**src/rtl/trap_pkg.sv**
```systemverilog
package trap_pkg;

  typedef enum logic [1:0] {
    LVL_USER  = 2'd0,
    LVL_SUPV  = 2'd1,
    LVL_RSVD  = 2'd2,
    LVL_MACH  = 2'd3
  } lvl_e;

  localparam int unsigned CODE_ENV_CALL_U = 8;
  localparam int unsigned CODE_ENV_CALL_S = 9;
  localparam int unsigned CODE_ENV_CALL_M = 11;
  localparam logic [1:0]  VEC_MODE_TABLE  = 2'd1;

  // Exception codes that report a faulting address in the trap-value register
  function automatic logic code_has_addr(input logic [4:0] code);
    case (code)
      5'd0, 5'd1, 5'd4, 5'd5, 5'd6, 5'd7,
      5'd12, 5'd13, 5'd15: code_has_addr = 1'b1;
      default:             code_has_addr = 1'b0;
    endcase
  endfunction

endpackage

```
**src/rtl/trap_code_map.sv**
```systemverilog
module trap_code_map
  import trap_pkg::*;
#(
  parameter int unsigned CW = 5
) (
  input  logic          is_irq,
  input  logic [CW-1:0] raw_code,
  input  logic [1:0]    from_lvl,
  output logic [CW-1:0] code,
  output logic          addr_kept
);
  always_comb begin
    code = raw_code;
    if (!is_irq && raw_code == CW'(CODE_ENV_CALL_U)) begin
      case (lvl_e'(from_lvl))
        LVL_SUPV: code = CW'(CODE_ENV_CALL_S);
        LVL_MACH: code = CW'(CODE_ENV_CALL_M);
        default:  code = CW'(CODE_ENV_CALL_U);
      endcase
    end
    addr_kept = !is_irq && code_has_addr(5'(code));
  end
endmodule

```
**src/rtl/trap_route.sv**
```systemverilog
module trap_route
  import trap_pkg::*;
#(
  parameter int unsigned XLEN = 32,
  parameter int unsigned CW   = 5
) (
  input  logic            is_irq,
  input  logic [CW-1:0]   code,
  input  logic [1:0]      from_lvl,
  input  logic [XLEN-1:0] exc_mask,
  input  logic [XLEN-1:0] irq_mask,
  output logic            to_supv
);
  localparam int unsigned MAXCODE = (1 << CW);
  logic [XLEN-1:0] mask;
  logic            bit_set;
  logic            lvl_ok;

  assign mask   = is_irq ? irq_mask : exc_mask;
  assign lvl_ok = (lvl_e'(from_lvl) == LVL_USER) || (lvl_e'(from_lvl) == LVL_SUPV);

  generate
    if (MAXCODE <= XLEN) begin : g_fits
      assign bit_set = mask[code];
    end else begin : g_guard
      assign bit_set = (int'(code) < int'(XLEN)) ? mask[code[$clog2(XLEN)-1:0]] : 1'b0;
    end
  endgenerate

  assign to_supv = lvl_ok && bit_set;
endmodule

```
**src/rtl/trap_vector.sv**
```systemverilog
module trap_vector
  import trap_pkg::*;
#(
  parameter int unsigned XLEN = 32,
  parameter int unsigned CW   = 5
) (
  input  logic            is_irq,
  input  logic [CW-1:0]   code,
  input  logic [XLEN-1:0] vec,
  output logic [XLEN-1:0] target
);
  logic [XLEN-1:0] base;
  logic [XLEN-1:0] offset;

  assign base   = {vec[XLEN-1:2], 2'b00};
  assign offset = (is_irq && vec[1:0] == VEC_MODE_TABLE) ? (XLEN'(code) << 2) : '0;
  assign target = base + offset;
endmodule

```
**src/rtl/trap_entry_unit.sv**
```systemverilog
module trap_entry_unit
  import trap_pkg::*;
#(
  parameter int unsigned XLEN = 32,
  parameter int unsigned CW   = 5
) (
  input  logic            clk,
  input  logic            rst_n,
  input  logic            trap_valid,
  input  logic            trap_async,
  input  logic [CW-1:0]   trap_cause,
  input  logic [XLEN-1:0] trap_pc,
  input  logic [XLEN-1:0] trap_addr,
  input  logic [1:0]      cur_priv,
  input  logic            cur_mie,
  input  logic            cur_sie,
  input  logic [XLEN-1:0] edeleg,
  input  logic [XLEN-1:0] ideleg,
  input  logic [XLEN-1:0] mvec,
  input  logic [XLEN-1:0] svec,
  output logic [1:0]      priv_q,
  output logic            mie_q,
  output logic            mpie_q,
  output logic [1:0]      mpp_q,
  output logic            sie_q,
  output logic            spie_q,
  output logic            spp_q,
  output logic [XLEN-1:0] mcause_q,
  output logic [XLEN-1:0] mepc_q,
  output logic [XLEN-1:0] mtval_q,
  output logic [XLEN-1:0] scause_q,
  output logic [XLEN-1:0] sepc_q,
  output logic [XLEN-1:0] stval_q,
  output logic [XLEN-1:0] pc_next,
  output logic            pc_load,
  output logic            resv_clear
);
  localparam int unsigned PADW = XLEN - 1 - CW;

  logic [CW-1:0]   code;
  logic            addr_kept;
  logic            to_supv;
  logic [XLEN-1:0] m_target;
  logic [XLEN-1:0] s_target;
  logic [XLEN-1:0] cause_word;
  logic [XLEN-1:0] value_word;

  logic            upd_m;
  logic            upd_s;
  logic [1:0]      priv_d;
  logic            mie_d, mpie_d, sie_d, spie_d, spp_d;
  logic [1:0]      mpp_d;
  logic [XLEN-1:0] mcause_d, mepc_d, mtval_d;
  logic [XLEN-1:0] scause_d, sepc_d, stval_d;
  logic [XLEN-1:0] pc_d;

  trap_code_map #(.CW(CW)) u_map (
    .is_irq    (trap_async),
    .raw_code  (trap_cause),
    .from_lvl  (cur_priv),
    .code      (code),
    .addr_kept (addr_kept)
  );

  trap_route #(.XLEN(XLEN), .CW(CW)) u_route (
    .is_irq   (trap_async),
    .code     (code),
    .from_lvl (cur_priv),
    .exc_mask (edeleg),
    .irq_mask (ideleg),
    .to_supv  (to_supv)
  );

  trap_vector #(.XLEN(XLEN), .CW(CW)) u_mvec (
    .is_irq (trap_async),
    .code   (code),
    .vec    (mvec),
    .target (m_target)
  );

  trap_vector #(.XLEN(XLEN), .CW(CW)) u_svec (
    .is_irq (trap_async),
    .code   (code),
    .vec    (svec),
    .target (s_target)
  );

  assign cause_word = {trap_async, {PADW{1'b0}}, code};
  assign value_word = addr_kept ? trap_addr : '0;
  assign upd_m      = trap_valid && !to_supv;
  assign upd_s      = trap_valid && to_supv;

  // Next-state: machine level group
  always_comb begin
    mie_d    = mie_q;
    mpie_d   = mpie_q;
    mpp_d    = mpp_q;
    mcause_d = mcause_q;
    mepc_d   = mepc_q;
    mtval_d  = mtval_q;
    if (upd_m) begin
      mpie_d   = cur_mie;
      mpp_d    = cur_priv;
      mie_d    = 1'b0;
      mcause_d = cause_word;
      mepc_d   = trap_pc;
      mtval_d  = value_word;
    end
  end

  // Next-state: supervisor level group
  always_comb begin
    sie_d    = sie_q;
    spie_d   = spie_q;
    spp_d    = spp_q;
    scause_d = scause_q;
    sepc_d   = sepc_q;
    stval_d  = stval_q;
    if (upd_s) begin
      spie_d   = cur_sie;
      spp_d    = cur_priv[0];
      sie_d    = 1'b0;
      scause_d = cause_word;
      sepc_d   = trap_pc;
      stval_d  = value_word;
    end
  end

  // Next-state: privilege and handler address
  always_comb begin
    priv_d = priv_q;
    pc_d   = pc_next;
    if (trap_valid) begin
      priv_d = to_supv ? 2'(LVL_SUPV) : 2'(LVL_MACH);
      pc_d   = to_supv ? s_target : m_target;
    end
  end

  always_ff @(posedge clk or negedge rst_n) begin
    if (!rst_n) begin
      mie_q    <= 1'b0;
      mpie_q   <= 1'b0;
      mpp_q    <= 2'(LVL_USER);
      mcause_q <= '0;
      mepc_q   <= '0;
      mtval_q  <= '0;
    end else if (upd_m) begin
      mie_q    <= mie_d;
      mpie_q   <= mpie_d;
      mpp_q    <= mpp_d;
      mcause_q <= mcause_d;
      mepc_q   <= mepc_d;
      mtval_q  <= mtval_d;
    end
  end

  always_ff @(posedge clk or negedge rst_n) begin
    if (!rst_n) begin
      sie_q    <= 1'b0;
      spie_q   <= 1'b0;
      spp_q    <= 1'b0;
      scause_q <= '0;
      sepc_q   <= '0;
      stval_q  <= '0;
    end else if (upd_s) begin
      sie_q    <= sie_d;
      spie_q   <= spie_d;
      spp_q    <= spp_d;
      scause_q <= scause_d;
      sepc_q   <= sepc_d;
      stval_q  <= stval_d;
    end
  end

  always_ff @(posedge clk or negedge rst_n) begin
    if (!rst_n) begin
      priv_q  <= 2'(LVL_MACH);
      pc_next <= '0;
    end else if (trap_valid) begin
      priv_q  <= priv_d;
      pc_next <= pc_d;
    end
  end

  always_ff @(posedge clk or negedge rst_n) begin
    if (!rst_n) begin
      pc_load    <= 1'b0;
      resv_clear <= 1'b0;
    end else begin
      pc_load    <= trap_valid;
      resv_clear <= trap_valid;
    end
  end
endmodule

```
**config.mk**
```make
export PLATFORM = sky130hd
export DESIGN_NAME = trap_entry_unit
export DESIGN_NICKNAME = d
export VERILOG_FILES = /design/src/rtl/trap_pkg.sv /design/src/rtl/trap_code_map.sv /design/src/rtl/trap_route.sv /design/src/rtl/trap_vector.sv /design/src/rtl/trap_entry_unit.sv
export SDC_FILE = /design/constraint.sdc
export NUM_CORES = 1
export LEC_CHECK = 0
export ABC_CLOCK_PERIOD_IN_PS = 900
export BUFFER_PORTS_ARGS = -buffer_cell sky130_fd_sc_hd__buf_4
export CAP_MARGIN = 20
export CORE_AREA = 2 2 173 175
export CTS_BUF_LIST = sky130_fd_sc_hd__clkbuf_8
export CTS_CLUSTER_SIZE = 16
export DETAILED_ROUTE_END_ITERATION = 12
export DIE_AREA = 0 0 175 177
export PLACE_DENSITY = 0.62
export SETUP_SLACK_MARGIN = 0.2
export SYNTH_ARGS = -nofsm -noshare
export SYNTH_HDL_FRONTEND = slang
export SYNTH_SLANG_ARGS = --single-unit
export TNS_END_PERCENT = 5
```
**constraint.sdc**
```tcl
create_clock -name clk -period 0.9 [get_ports clk]
set_input_delay 0.09 -clock clk [delete_from_list [all_inputs] [get_ports clk]]
set_output_delay 0.09 -clock clk [all_outputs]
set_load 0.01 [all_outputs]
```
==> results.py, run 1 <==
metrics = {
    "setup_path": {
        "worstPathArrival_ns": 2.54,
        "criticalPathCategory": "input pin to flop",
        "worstSetupStartpointType": "input pin",
        "end_kind": "flop",
        "crit_required_ns": 1.27,
        "worst_r2r_startpoint": "pc_next[9]",
        "path_max_fanout": 8,
        "crit_path_start": "trap_cause[4]",
    },
    "yosys": {
        "ys_top_cells_by_count": "dfrtp_1 (176), nand2_1 (64), buf_4 (63)",
        "synth_top_area_share": 0.4382,
        "async_flop_share": 1.000,
        "yosysWarningCount": 0,
        "synth_edf_count": 0,
        "ys_ff_latch": 177,
        "avgSynthCellArea_sq_um": 10.70,
        "yosysUniqueCellTypes": 72,
        "yosys.area.top_type": "dfrtp_1",
        "yosys.cell_count.top_type": "dfrtp_1",
        "synthTopCellsByArea": "dfrtp_1 (44%), mux2_4 (5.5%), mux2_2 (5.2%)",
        "yosysSeqAreaShare": 0.4409,
        "synth_area_sq_um": 10050,
        "synthCells": 939,
        "ys.flop_type": "dfrtp_1",
    },
    "detailed_routing": {
        "avgRoutedWirePerCell_um": 20.14,
        "vias": 9733,
        "drtAntennaViolNets": 0,
        "remaining_drc_errors": 0,
        "routed_wirelength_um": 39240,
        "top_layer": "met5",
        "drtIter0Drc": 667,
        "drt-vias-per-instance": 4.996,
        "first_pass_iters": 5,
        "wl_met1_um": 15530,
        "wl_met2_um": 19720,
        "dr_wl_met3_um": 2678,
    },
    "hold_path": {
        "worstHoldPathType": "input pin to flop",
        "holdCritStartpoint": "cur_priv[0]",
    },
    "placed_design": {
        "dp_hpwl_um": 27450,
        "place_area_sq_um": 14480,
        "finalWeightedCongestion": 0.9199,
        "numPortBuffers": 382,
        "dp_slack_ns": -1.985,
    },
    "cells_and_area": {
        "multiInputGateArea_sq_um": 5405,
        "nets": 1760,
        "final_layout_size_suffix_gt1_frac": 0.5077,
        "final_area_sq_um": 17150,
        "area_delta_synth_final_pct": 70.64,
        "fillers": 2424,
        "ff_latch_area_sq_um": 4433,
    },
    "timing": {
        "fmax_ghz": 0.4605,
        "finalSetupViolCount": 354,
        "relSlewSlack": 0.6727,
        "finalMaxSlewViolations": 0,
        "finClkSkew_ns": 0,
        "timing.final.crit_share": 2.413,
        "fin_ws_ns": -1.272,
        "hold_viol_final": 2,
        "fin_crit_ns": 2.172,
        "rsz0062_at_grt": "true",
        "worstMarginPinSlew_ns": 0.4865,
        "holdWs_ns": -0.002242,
    },
    "die": {
        "core_sq_um": 29240,
        "dieArea_sq_um": 30980,
        "io_pins": 440,
        "fp.dieW_um": 175,
        "start_util": 0.3436,
        "fp-row-count": 63,
        "die_y_um": 177,
    },
    "grt": {
        "grt.overflow.total": 0,
        "grt_max_degree": 34,
        "grt_first_pass_wirelength_um": 57130,
        "grt_pass1_vias": 10102,
        "grtUsageTotal": 0.2386,
        "antenna_found_initial": 3,
    },
    "cts": {
        "cts_root_buf": "clkbuf_8",
        "cts_inserted_buffers": 17,
        "clock_path_buffers": 2,
        "holdBufCountCts": 68,
        "insertion_delay_ns": 0.47,
        "clk_pin_slew_ns": 0.13,
        "cts.htree.levels": 4,
        "clock-sinks": 177,
        "cts_tree": "done",
    },
    "pwr": {
        "p_int_mw": 17.51,
        "leakagePower_nw": 8.307,
        "netSwitchingFraction": 0.3441,
        "power_frac_clock": 0.226,
        "seqPwrFrac": 0.394,
        "p_comb_frac": 0.380,
        "vdd_ir_drop_max_v": 0.0008112,
        "powerDensity_nw_per_um2": 1557,
        "p_sw_mw": 9.189,
    },
    "outcome": {
        "status": "complete, but fails checks",
        "violations": "negative hold slack, negative setup slack",
    },
    "job": {
        "cap_violations": 0,
    },
}
[power by group through the flow]
stage / combinational (mW) / sequential (mW) / clock, mW
after floorplan: 3.15 / 10.8 / 0
after detailed placement: 8.27 / 10.3 / 0
final: 10.2 / 10.5 / 6.03
after global placement: 8.18 / 10.3 / 0
after CTS: 9.53 / 10.4 / 6.20
after global routing: 10.8 / 10.7 / 6.55
[worst max-delay path, cell delays in order]
cell and delay (ns):
buf_8 0.10, nor4bb_4 0.28, buf_6 0.17, buf_6 0.10, a21o_1 0.14, mux2_4 0.34, a221oi_4 0.27, buf_4 0.17
o32ai_4 0.08, nand3_4 0.13, buf_12 0.17, buf_12 0.14, mux2_2 0.35
[stage by stage]
stage	util	instances	setup TNS (ns)	power [mW]	hold WS [ns]
2_1_floorplan	-	994	-254.43	13.95	-0.2056
3_3_place_gp	0.4952	1821	-315.79	18.43	0.009276
3_5_place_dp	0.4952	1821	-320.93	18.56	0.006262
4_1_cts	0.5680	1930	-241.01	26.12	-0.05343
5_1_grt	0.5863	1947	-254.16	27.97	-0.02099
6_report	0.5864	1948	-238.13	26.70	-0.002242
[final cells by class]
cell class,count,area share
Antenna cell,2,0.0002918
Clock buffer,17,0.01364
Clock inverter,15,0.01204
Inverter,48,0.01051
Multi-Input combinational cell,647,0.3152
Sequential cell,177,0.2585
Tap cell,390,0.02845
Timing Repair Buffer,652,0.3614
[final timing paths]
| check | cells past startpoint | slack [ns] | end |
|---|---|---|---|
| setup / recovery | 13 | -1.27 | sepc_q[23] |
| hold / removal | 3 | -0.002 | spp_q |
| setup reg to reg | 2 | 0 | pc_next[9] |
| hold reg to reg | 1 | 0.54 | priv_q[1] |
| max in group asynchronous | 3 | 0.27 | mepc_q[31] |
| min in group asynchronous | 2 | 0.10 | mtval_q[6] |
[registers in the layout, summed over array words and instances, names as in the netlist, 2 cells and up]
name      count
pc_next      30
mcause_q      6
mpp_q         2
mepc_q       32
stval_q      32
mtval_q      32
scause_q      6
sepc_q       32
[routing by layer]
| layer | global-route usage | up-vias |
|---|---|---|
| met5 | 0 | - |
| met4 | 0.08993 | 2 |
| met3 | 0.05541 | 75 |
| met2 | 0.4069 | 443 |
| met1 | 0.2943 | 4753 |
| li1 | - | 4460 |
[what timing repair did]
action,in CTS,in global routing
gates resized for setup,242,82
buffers inserted,8,10
pin swaps,52,36
endpoints found under the hold margin,317,5
gates cloned,1,6
setup endpoints to repair,354,355
[cells by family (layout without fill, tap and decap cells)]
family / count (synthesis) / in the layout / synth area share
mux: 135 / 135 / 0.1692
flops: 177 / 177 / 0.4409
simple gates: 193 / 193 / 0.09774
xor+xnor: 52 / 52 / 0.04532
compound gates: 198 / 198 / 0.1350
buf+inv: 170 / 732 / 0.09475
other cells: 2 / 59 / 0.0007473
fa+ha+maj: 12 / 12 / 0.01643
[cells in the final DEF, fill, tap and decap left out, drive strengths merged, types with 4 or more instances in the layout]
master,synthesis,final
a21o,7,7
o21a,4,4
nand4,21,21
xor2,18,18
nand2,64,64
clkbuf,35,23
mux4,8,8
a22o,10,10
buf,87,577
o31ai,37,37
nor3b,6,6
nand3,17,17
dlygate4sd3,0,67
mux2i,39,39
conb,2,57
nor2,35,35
dfrtp,176,176
o21ai,58,58
ha,10,10
a21oi,22,22
nor3,18,18
mux2,88,88
nor4,6,6
a221oi,5,5
inv,48,54
o21bai,6,6
a31oi,17,17
nor4b,5,5
o311ai,10,10
clkinv,0,8
and3,4,4
xnor2,34,34
Power figures use the tool's default switching activity.
==> inputs of run 2 (changes only) <==
- BUFFER_PORTS_ARGS: -buffer_cell sky130_fd_sc_hd__buf_4 -> not set
- CORE_AREA: 2 2 173 175 -> 2 2 170 172
- DIE_AREA: 0 0 175 177 -> 0 0 172 174
- DONT_BUFFER_PORTS: not set -> 1
- PLACE_DENSITY: 0.62 -> 0.57
==> results.py, run 2 (synthesis gave the netlist of run 1 again) <==
metrics = {
    "setup_path": {
        "worst_r2r_startpoint": "pc_next[9]",
        "path_max_fanout": 30,
        "regToRegSetupSlack_ns": -0.04,
        "worstSetupStartpointType": "input pin",
        "cp_num_buf_inv": 5,
        "critPathSlowestCell": "mux2_4",
        "crit_required_ns": 1.25,
        "cp_cell_sequence": "nor4bb_4 > buf_4 > buf_6 > a21o_1 > mux2_4 > a221oi_4 > buf_4 > o32ai_4 > nand3_4 > buf_8 > clkbuf_16 > mux2_4",
        "max_stage_delay_ns": 0.33,
        "worstPathArrival_ns": 2.48,
        "criticalPathCategory": "input pin to flop",
        "end_kind": "flop",
        "r2r-end": "pc_next[9]",
        "worstRegToRegCells": 2,
        "cp_top_family": "buffers and inverters",
    },
    "timing": {
        "fin_ws_ns": -1.237,
        "tns_ns": -220.44,
        "hold_viol_final": 191,
        "finClkSkew_ns": 0,
        "fin_crit_ns": 2.137,
        "holdWs_ns": -0.6793,
        "worstMarginPinSlew_ns": 0.7807,
        "timing.final.crit_share": 2.374,
        "fmax_ghz": 0.4681,
        "finalMaxSlewViolations": 0,
        "finalSetupViolCount": 354,
        "relSlewSlack": 0.4796,
        "rsz0062_at_grt": "true",
    },
    "job": {
        "cap_violations": 0,
    },
    "cells_and_area": {
        "fillers": 2529,
        "final_layout_size_suffix_gt1_frac": 0.3175,
        "ff_latch_area_sq_um": 4434,
        "nets": 1404,
        "area_delta_synth_final_pct": 38.73,
        "final_common_cell": "dfrtp_1",
        "fin_cells": 1586,
        "multiInputGateArea_sq_um": 5288,
        "final_cell_mix": "dfrtp_1 (173), dlygate4sd3_1 (95), buf_6 (89)",
    },
    "placed_design": {
        "dp_hpwl_um": 23750,
        "dp_slack_ns": -1.811,
        "numPortBuffers": 0,
        "finalWeightedCongestion": 0.8997,
        "dp_cells": 1443,
    },
    "detailed_routing": {
        "routed_wirelength_um": 34060,
        "drtIter0Drc": 562,
        "drtAntennaViolNets": 0,
        "remaining_drc_errors": 0,
        "vias": 8347,
        "first_pass_iters": 5,
        "avgRoutedWirePerCell_um": 21.47,
        "drt-vias-per-instance": 5.263,
    },
    "grt": {
        "grt_pass1_vias": 8593,
        "grtUsageTotal": 0.2180,
        "antenna_found_initial": 1,
        "grt_max_degree": 178,
        "grt_first_pass_wirelength_um": 49890,
        "grt.overflow.total": 0,
    },
    "cts": {
        "cts_inserted_buffers": 17,
        "cts_tree": "done",
        "clock_path_buffers": 2,
        "clock-sinks": 177,
        "cts_root_buf": "clkbuf_8",
        "cts.htree.levels": 4,
        "insertion_delay_ns": 0.44,
        "clk_pin_slew_ns": 0.10,
    },
    "die": {
        "io_pins": 440,
        "die_y_um": 174,
        "start_util": 0.3559,
        "fp.dieW_um": 172,
        "core_sq_um": 28240,
        "dieArea_sq_um": 29930,
        "fp-row-count": 62,
    },
    "pwr": {
        "vdd_ir_drop_max_v": 0.001005,
        "leakagePower_nw": 6.309,
        "powerDensity_nw_per_um2": 1714,
    },
    "hold_path": {
        "worstHoldPathType": "input pin to async pin",
    },
    "outcome": {
        "status": "complete, but fails checks",
        "violations": "negative hold slack, negative setup slack",
    },
}
==> run 2: changes by cell type in the layout (fill, tap and decap cells not counted), sizes merged <==
cell         before  now
dlygate4sd3      67   95
clkbuf           23   20
inv              54   51
clkinvlp          1    2
buf             577  198
bufbuf            1    0
bufinv            0    2
clkinv            8    7
==> run 2: worst max-delay path by stage <==
stage          slack, ns  depth (start not counted)           from     endpoint
2_1_floorplan      -1.74                         16     trap_async  pc_next[12]
3_3_place_gp       -1.76                         13     trap_async  pc_next[22]
3_5_place_dp       -1.81                         13     trap_async  pc_next[25]
4_1_cts            -1.18                         12  trap_cause[4]    sepc_q[4]
5_1_grt            -1.29                         13     trap_async  pc_next[30]
6_report           -1.24                         12     trap_async   sepc_q[11]
==> run 2: stage by stage <==
stage	power [mW]	cell area [sq um]	hold slack [ns]	util
after floorplan	13.95	10390	-0.2056	-
after global placement	16.34	11680	-0.2005	0.4136
after detailed placement	16.46	11680	-0.2002	0.4136
after CTS	23.68	13710	-0.7355	0.4856
after global routing	25.11	13940	-0.7517	0.4937
final	23.90	13940	-0.6793	0.4938
==> run 2: what timing repair did <==
action | CTS | global route
pin swaps | 14 | 7
endpoints found under the setup margin | 354 | 355
endpoints found under the hold margin | 351 | 199
gates resized for setup | 156 | 43
buffers inserted | 7 | 1
cloned | 2 | 2
hold buffers | 96 | 1
==> run 2: power breakdown <==
part / leakage [nW] / switching [mW] / total (mW) / internal (mW)
registers: 2.21 / 1.45 / 10.8 / 9.32
logic: 3.90 / 3.00 / 7.37 / 4.37
clock network: 0.205 / 3.17 / 5.76 / 2.59
==> run 2: cell type report <==
type	instances	share of cell area
diodes	2	0.0003590
clock buffers	18	0.01777
clock inverters	14	0.01149
inverters	48	0.01292
multi-input cells	647	0.3793
flip-flops and latches	177	0.3180
well taps	384	0.03446
repair buffers	296	0.2257
==> run 2: routing by layer <==
layer / GRT usage / vias up / wire length [um]
li1: - / 3758 / -
met1: 0.2578 / 4142 / 13150
met2: 0.3656 / 395 / 16870
met3: 0.07810 / 52 / 3180
met4: 0.07353 / 0 / 854
met5: 0 / - / 0
